**src/rtl/sar_adc_ctrl.sv**
```systemverilog
module sar_adc_ctrl #(
  parameter int W       = 12,
  parameter int MIN_LOW = 2
) (
  input  logic         clk,
  input  logic         rst_n,
  input  logic         cs_n,
  input  logic         rd_conv,
  input  logic         cmp_in,
  output logic [W-1:0] dac_word,
  output logic         busy_n,
  output logic [W-1:0] data_out,
  output logic         data_oe
);
  localparam int CW = $clog2(MIN_LOW + 1);
  localparam int IW = (W > 1) ? $clog2(W) : 1;

  logic [1:0]    cs_sy, rc_sy;
  logic [CW-1:0] low_cnt;
  logic          conv;
  logic [IW-1:0] idx;
  logic [W-1:0]  sar, result;

  wire cmd_low = ~(cs_sy[1] | rc_sy[1]);
  wire start   = ~conv & cmd_low & (low_cnt == CW'(MIN_LOW - 1));

  wire [W-1:0] bit_mask = W'(1) << idx;
  wire [W-1:0] trial    = sar | bit_mask;
  wire [W-1:0] sar_nx   = cmp_in ? trial : sar;

  always_ff @(posedge clk or negedge rst_n) begin
    if (!rst_n) begin
      cs_sy <= 2'b11;
      rc_sy <= 2'b11;
    end else begin
      cs_sy <= {cs_sy[0], cs_n};
      rc_sy <= {rc_sy[0], rd_conv};
    end
  end

  always_ff @(posedge clk or negedge rst_n) begin
    if (!rst_n)                        low_cnt <= '0;
    else if (!cmd_low)                 low_cnt <= '0;
    else if (low_cnt != CW'(MIN_LOW))  low_cnt <= low_cnt + 1'b1;
  end

  always_ff @(posedge clk or negedge rst_n) begin
    if (!rst_n) begin
      conv   <= 1'b0;
      idx    <= '0;
      sar    <= '0;
      result <= '0;
    end else if (start) begin
      conv <= 1'b1;
      idx  <= IW'(W - 1);
      sar  <= '0;
    end else if (conv) begin
      sar <= sar_nx;
      if (idx == '0) begin
        conv   <= 1'b0;
        result <= {~sar_nx[W-1], sar_nx[W-2:0]};
      end else begin
        idx <= idx - 1'b1;
      end
    end
  end

  assign dac_word = conv ? trial : '0;
  assign busy_n   = ~conv;
  assign data_oe  = rc_sy[1] & ~cs_sy[1] & ~conv;
  assign data_out = data_oe ? result : '0;
endmodule


```
**config.mk**
```make
export PLATFORM = sky130hd
export DESIGN_NAME = sar_adc_ctrl
export DESIGN_NICKNAME = d
export VERILOG_FILES = /design/src/rtl/sar_adc_ctrl.sv
export SDC_FILE = /design/constraint.sdc
export NUM_CORES = 1
export LEC_CHECK = 0
export ABC_AREA = 1
export BUFFER_PORTS_ARGS = -buffer_cell sky130_fd_sc_hd__buf_4
export CORE_MARGIN = 2
export CORE_UTILIZATION = 60
export CTS_CLUSTER_SIZE = 14
export DETAILED_ROUTE_END_ITERATION = 8
export PLACE_DENSITY_LB_ADDON = 0.05
export SYNTH_ARGS = -nofsm -noshare
export SYNTH_HDL_FRONTEND = slang
export SYNTH_SLANG_ARGS = --single-unit
```
**constraint.sdc**
```tcl
create_clock -name clk -period 2.75 [get_ports clk]
set_input_delay 0.55 -clock clk [delete_from_list [all_inputs] [get_ports clk]]
set_output_delay 0.55 -clock clk [all_outputs]
set_load 0.01 [all_outputs]
```
### Yosys cells after proc, flatten, opt, wreduce, memory -nomap -nowiden

Cells that the tools add are included.

* $add $sub $neg: 2
* equality and inequality tests: 3
* shifts and indexed selects: 1
* muxes and demuxes: 13
* bitwise gates (word level): 11
* reductions and logical operators: 5

Operators by type and width (number)
* $mux 12: 5
* $mux 4: 3
* $or 12x12->12: 1
* $shl 1x4->12 const A: 1
* $not 1->1: 5
* $and 1x1->1: 4
* $logic_not 4->1: 1
* $mux 2: 2
* $ne 2x2->1 const B: 2
* $reduce_bool 2->1: 2
* $sub 4x1->4 const B: 1
* $mux 1: 3
* $reduce_and 3->1: 1
* $add 2x1->2 const B: 1
* $eq 2x1->1 const B: 1
* $reduce_and 2->1: 1
* $or 1x1->1: 1

* flip-flop bits (word level): 35
* bits of input ports: 5
* output and inout bits: 26
* word-level logic and storage cells: 42

### Logic depth before layout (Yosys ltp)

Gate-level depths: netlist of run 1.

* depth in word-level cells: 6
* mapped depth: 8
* gate-level depth less buffers: 7

### Worst setup path after synthesis of run 1

OpenSTA, ideal clock, no wires.

* path type: reg2out
* start point: register idx[0]
* end point: output dac_word[10]
* data arrival time: 1.128 ns
* data required time: 2.200 ns
* slack: 1.072 ns
* stages on the path, launching flop included: 7
* path buffers: 0
* path through: dfrtp_1 > inv_1 > ha_1 > nand2_1 > o21ai_2 > inv_1 > nor2_1

* cells in the longest elaborated chain, start to end: 3

RTL lines
* start: declaration: line 21 `logic [IW-1:0] idx;`
* start signal: assignment: line 55 `idx <= IW'(W - 1);`
* start signal: assignment: line 63 `idx <= idx - 1'b1;`
* $shl 1x4->12: line 27 `wire [W-1:0] bit_mask = W'(1) << idx;`
* $or 12x12->12: line 28 `wire [W-1:0] trial = sar | bit_mask;`
* $mux 12: line 68 `assign dac_word = conv ? trial : '0;`
* end: declaration: line 10 `output logic [W-1:0] dac_word,`

Every way passes these cells.

### Worst setup path in the final report of run 1

* start point: register idx[0]
* end point: output dac_word[4]

The elaborated chain is that of the path after synthesis.

==> out/qor.yml, run 1 <==
sta:
  worst_pin_slew_ps: 428
  skew_ps: 8.33
  fin_tns_setup_ps: 0
  relSlewSlack_pct: 71.5
  period_share_pct: 81.1
  min_period_ps: 2230
  fmax_ghz: 0.448
  hold_ws_ps: 147
  hold_viol: 0
  rsz0062_at_grt: "no"
  slew_violations: 0
  setup_viol: 0
die:
  ios: 31
  start_util_pct: 62.5
  die_area_um2: 3620
  die_y_um: 60.2
  floorplan.rows: 20
  die_x_um: 60.2
  coreArea_um2: 3030
pwr:
  p_leak_uw: 0.00114
  p_per_area_nw_per_um2: 856
  peakVddDrop_uv: 540
synth:
  synth-main-ff-cell: "dfrtp_1"
  async_reset_ff_share_pct: 100
  yosysUniqueCellTypes: 23
  synth.avg_cell_area_um2: 7.79
  syn_area_um2: 1890
  yosys_register_bits: 35
  synthesis.nets: 255
  yosysWarnings: 0
  synth_edf_count: 0
  synth_cells: 243
  synth_seq_area_share_pct: 46.6
  yosysTopAreaCell: "dfrtp_1"
  netlist.area_leader.share_pct: 41.0
  ys_top_cells_by_area: "dfrtp_1 (41%), nand2_1 (13%), inv_1 (8.5%), dfstp_2 (5.6%), ha_1 (4.6%)"
cts:
  numCtsBuffers: 5
  cts.repair.resized: 0
  postCtsSetupBuffers: 0
  clock_path_buffers: 2
  cts_tree: "done"
  path_clk_slew_ps: 100
  clock_latency_ps: 330
  cts_hold_buf: 0
  root_buffer: "clkbuf_4"
  cts_max_level: 2
  cts.sinks: 35
detailed_routing:
  post_drt_wl_per_cell_um: 11.4
  drcViolationCount: 0
  drtAntennaViolNets: 0
  route.vias.total: 1550
  drt_iter0_markers: 43
  routed_wl_mm: 3.61
  dr.pass1.iters: 4
  vias_per_cell: 4.92
final_layout:
  final_cell_area_um2: 2170
  mostFrequentLayoutCells: "nand2_1 (64), inv_1 (43), dfrtp_1 (31)"
  nets: 283
  diodes: 0
  stdcell_count: 315
  area_growth_pct: 14.5
  layout_commonest_cell: "nand2_1"
  drive_gt1_share_pct: 18.8
  utilization_pct: 71.5
critical_path:
  critPathLaunchType: "register"
  cp.arrival_ps: 1680
  cp-end-kind: "primary output"
  critPathRequiredTime_ps: 2200
  crit_type: "reg2out"
  crit_fanout: 6
global_routing:
  grt_pass1_wl_mm: 5.93
  grt_max_degree: 36
  grt-ovfl-total: 0
  antenna_found_initial: 0
  grt_util_all_layers_pct: 22.3
  grt_pass1_vias: 1404
placement:
  gp_congestion: 0.893
  place_hpwl_mm: 2.64
  dp.cells: 308
  dpl-instance-area_um2: 2090
  io_buffers: 30
run:
  maxCapViolCount: 0
min_path:
  hold_class: "in2async"
status:
  run_status: "completed"
[per-stage QoR]
step | power (µW) | setup WS [ps]
floorplan | 1360 | 1070
global placement | 1490 | 942
detailed placement | 1520 | 892
CTS | 1860 | 506
global route | 2010 | 394
finish | 1850 | 520
[flip-flops by register name, summed over array words and instances (netlist names)]
name     cells
result      12
sar         12
idx          4
cs_sy        2
low_cnt      2
rc_sy        2
conv         1
[Yosys cell counts, types with 2 or more instances]
master,n
nor2_1,21
inv_2,3
nand3_1,15
nand2_2,2
buf_2,2
ha_1,7
dfrtp_1,31
o21ai_2,2
o21ai_1,7
o21ai_0,12
nand2_1,64
buf_6,5
a21oi_1,17
dfstp_2,4
inv_1,43
[kinds of logic after synthesis]
family | after synthesis | share of synthesized area, %
compound gates | 38 | 10.4
xor+xnor | 1 | 0.463
fa+ha+maj | 7 | 4.63
buf+inv | 56 | 13.7
flops | 35 | 46.6
simple gates | 106 | 24.2
[per-layer routing]
metal,GRT usage (%),up-vias,routed length (µm)
met2,35.7,34,1750
met3,6.06,5,163
li1,-,798,-
met5,0,-,0
met1,29.1,713,1660
met4,7.62,0,36
[final timing paths]
path,cells after the start,start,slack [ps],end
worst max-delay path,5,idx[0],520,dac_word[4]
worst min-delay path,1,rst_n,150,sar[0]
worst max register to register,7,idx[0],1000,result[4]
worst min register to register,0,rc_sy[0],360,rc_sy[1]
max in group asynchronous,1,rst_n,2260,rc_sy[1]
min in group clk,1,cs_n,310,cs_sy[0]
[power breakdown]
group,total (µW),internal [µW],switching [µW]
registers,760,647,112
logic,748,277,471
clock network,345,187,158
total,1850,1110,742
[cell type report]
type / count / area, µm²
timing repair buffer: 30 / 225
fill: 267 / 862
clock buffer: 6 / 41.3
tap: 44 / 55.1
clock inverter: 1 / 30.0
sequential: 35 / 881
multi-input combinational: 152 / 752
inverter: 47 / 181
[worst max-delay path, stage by stage (launching register included)]
cell	delay [ps]
dfrtp_1	420
inv_1	170
ha_1	310
nand3_1	140
a21oi_1	160
buf_4	140
No activity file was read; power rests on OpenSTA's default activity.
==> inputs of run 2 (changes only) <==
- ABC_AREA: 1 -> 0
- CORE_UTILIZATION: 60 -> 54
- clock period: 2.75 -> 2.27 ns (I/O delays scaled with it)
==> out/qor.yml, run 2 <==
die:
  die_area_um2: 3600  # -0.40%
  floorplan.rows: 20  # unchanged
  die_x_um: 60.0  # -0.20%
  ios: 31  # unchanged
  die_y_um: 60.0  # -0.20%
  coreArea_um2: 3030  # unchanged
  start_util_pct: 56.0  # -6.5 points
final_layout:
  mostFrequentLayoutCells: "buf_4 (33), dfrtp_1 (31), nor2_1 (24)"
  diodes: 0  # unchanged
  fill_cells: 252  # -5.6%
  nets: 207  # -27%
  final_cell_area_um2: 2050  # -5.1%
  top_regs: "result: 12 flops, sar: 12 flops, idx: 4 flops"
  area_growth_pct: 21.2
  drive_gt1_share_pct: 30.6  # +12 points
  layout_commonest_cell: "buf_4"
sta:
  worst_pin_slew_ps: 540  # +112 ps
  min_period_ps: 2090
  hold_ws_ps: 33.1  # -113 ps
  slew_violations: 0  # unchanged
  relSlewSlack_pct: 63.8  # -7.6 points
  period_share_pct: 92.2
  fmax_ghz: 0.478
  setup_viol: 0  # unchanged
  skew_ps: 8.89  # +0.561 ps
  worst_slack_ps: 176  # -344 ps
  hold_viol: 0  # unchanged
synth:
  synth-main-ff-cell: "dfrtp_1"
  synthesis.nets: 174  # -32%
  synth.most_common_cell: "dfrtp_1"
  yosys_register_bits: 35  # unchanged
  synth_edf_count: 0  # unchanged
  ys_top_cells_by_area: "dfrtp_1 (46%), dfstp_2 (6.2%), nor2_1 (5.5%), mux2_2 (5.3%), and2_1 (5.2%)"
  yosysUniqueCellTypes: 32  # +39%
  synthTopCellsByCount: "dfrtp_1 (31), nor2_1 (25), a21oi_1 (16)"
  synth_seq_area_share_pct: 52.0  # +5.4 points
  syn_area_um2: 1700  # -10%
  synth.avg_cell_area_um2: 10.5  # +34%
  yosysWarnings: 0  # unchanged
  yosysTopAreaCell: "dfrtp_1"
  synth_cells: 162  # -33%
  netlist.area_leader.share_pct: 45.8  # +4.8 points
  async_reset_ff_share_pct: 100  # unchanged
run:
  maxCapViolCount: 0  # unchanged
critical_path:
  r2r-start: "low_cnt[1]"
  max_stage_delay_ps: 580  # +160 ps
  critPathSlowestCell: "dfrtp_1"
  crit_path_cell_trace: "inv_1 > nor2_1 > buf_4"
  critPathRequiredTime_ps: 1820  # -380 ps
  cp_top_family: "flip-flops"
  cp.arrival_ps: 1640  # -40 ps
  critPathLaunchType: "register"
  reg2reg_to: "sar[0]"
  critPathLaunch: "conv"
  worst-r2r-setup-slack_ps: 520  # -480 ps
  cp.buffers_inverters: 2  # unchanged
  reg2reg_depth: 5  # -2
  crit_type: "reg2out"
  crit_fanout: 15  # +9
  path_depth: 3  # -2
  cp-endpoint: "dac_word[9]"
  cp-end-kind: "primary output"
cts:
  root_buffer: "clkbuf_4"
  cts_max_level: 2  # unchanged
  path_clk_slew_ps: 110  # about the same
  clock_latency_ps: 340  # about the same
  postCtsSetupBuffers: 0  # unchanged
  clock_path_buffers: 2  # unchanged
  cts_tree: "done"
  numCtsBuffers: 5  # unchanged
  cts.sinks: 35  # unchanged
placement:
  gp_congestion: 0.841  # -5.8%
  dp_slack_ps: 422  # -470 ps
  dpl-instance-area_um2: 1950  # -6.8%
  io_buffers: 30  # unchanged
  place_hpwl_mm: 2.48  # -6.0%
pwr:
  p_per_area_nw_per_um2: 1300  # +52%
  power_uw: 2680  # +44%
  p_leak_uw: 0.000994  # -13%
  peakVddDrop_uv: 904  # +67%
detailed_routing:
  vias_per_cell: 5.47  # +11%
  route.vias.total: 1313  # -15%
  drcViolationCount: 0  # unchanged
  post_drt_wl_per_cell_um: 14.3  # +25%
  routed_wl_mm: 3.42  # -5.0%
  drt_iter0_markers: 85  # +98%
  dr.pass1.iters: 4  # unchanged
  drtAntennaViolNets: 0  # unchanged
global_routing:
  antenna_found_initial: 0  # unchanged
  grt_pass1_wl_mm: 5.69  # -4.2%
  grt-ovfl-total: 0  # unchanged
  grt_max_degree: 36  # unchanged
  grt_pass1_vias: 1216  # -13%
  grt_util_all_layers_pct: 21.8  # -0.54 points
min_path:
  hold_class: "in2async"
status:
  run_status: "completed"
run 2: cell types whose count changed after synthesis, moves of 3 or more:
| cell | previous run | this run |
|---|---|---|
| a31oi_1 | 0 | 8 |
| buf_6 | 5 | 2 |
| and2_1 | 0 | 14 |
| a22o_1 | 0 | 5 |
| nor2_1 | 21 | 25 |
| mux2_2 | 0 | 8 |
| nand2_1 | 64 | 7 |
| o21ai_0 | 12 | 4 |
| o21ai_1 | 7 | 0 |
| inv_1 | 43 | 6 |
| nor3_1 | 0 | 3 |
| nand3_1 | 15 | 0 |
| inv_2 | 3 | 0 |
run 2: repair_timing:
item / in CTS / in global routing
endpoints found under the setup margin: 0 / 4
hold buffers: 0 / 0
resized for setup: 0 / 5
run 2: cell families after synthesis:
kind of cell               synth area share (%)
muxes                                      5.90
AOI/OAI and AO/OA                          13.9
adders and majority gates                  5.17
xor gates and xnor gates                   1.03
DFF                                        52.0
buffers and inverters                      3.98
and+or+nand+nor                            18.1
run 2: layout make-up:
cell class              instances  area [µm²]  area share, %
multi-input cells             114         762           37.1
clock inverters                 2        35.0           1.71
clock buffers                   6        51.3           2.50
flip-flops and latches         35         881           42.9
inverters                       6        22.5           1.10
well taps                      44        55.1           2.68
repair buffers                 33         248           12.1
run 2: worst min path at each step:
stage,startpoint,endpoint,slack (ps)
2_1_floorplan,rst_n,conv,160
5_1_grt,rst_n,low_cnt[1],50
3_3_place_gp,cs_sy[0],cs_sy[1],350
6_report,rst_n,low_cnt[1],30
4_1_cts,rst_n,low_cnt[1],50
3_5_place_dp,rc_sy[0],rc_sy[1],350
run 2: worst reg2reg max path, stage by stage, from the launching register on:
cell     delay, ps
dfrtp_1        410
inv_1           60
ha_1           140
or3b_2         460
nor2_1         440
nor2_1         100
run 2: layer usage:
metal / global-route usage (%) / share of wire (%) / routed length, µm
met5: 0 / 0 / 0
met1: 26.4 / 42 / 1430
met3: 6.71 / 5.9 / 203
met2: 37.0 / 51 / 1740
met4: 6.67 / 1.3 / 44
run 2: power breakdown:
part / internal, µW / switching [µW]
logic: 541 / 592
clock network: 260 / 210
registers: 855 / 219
total: 1660 / 1020
run 2: per-stage QoR:
step | setup TNS, ps | instances | util [%]
floorplan | 0 | 162 | -
global placement | 0 | 232 | 64.5
detailed placement | 0 | 232 | 64.5
CTS | 0 | 240 | 67.4
global route | -0.0225 | 240 | 67.9
finish | 0 | 240 | 67.9
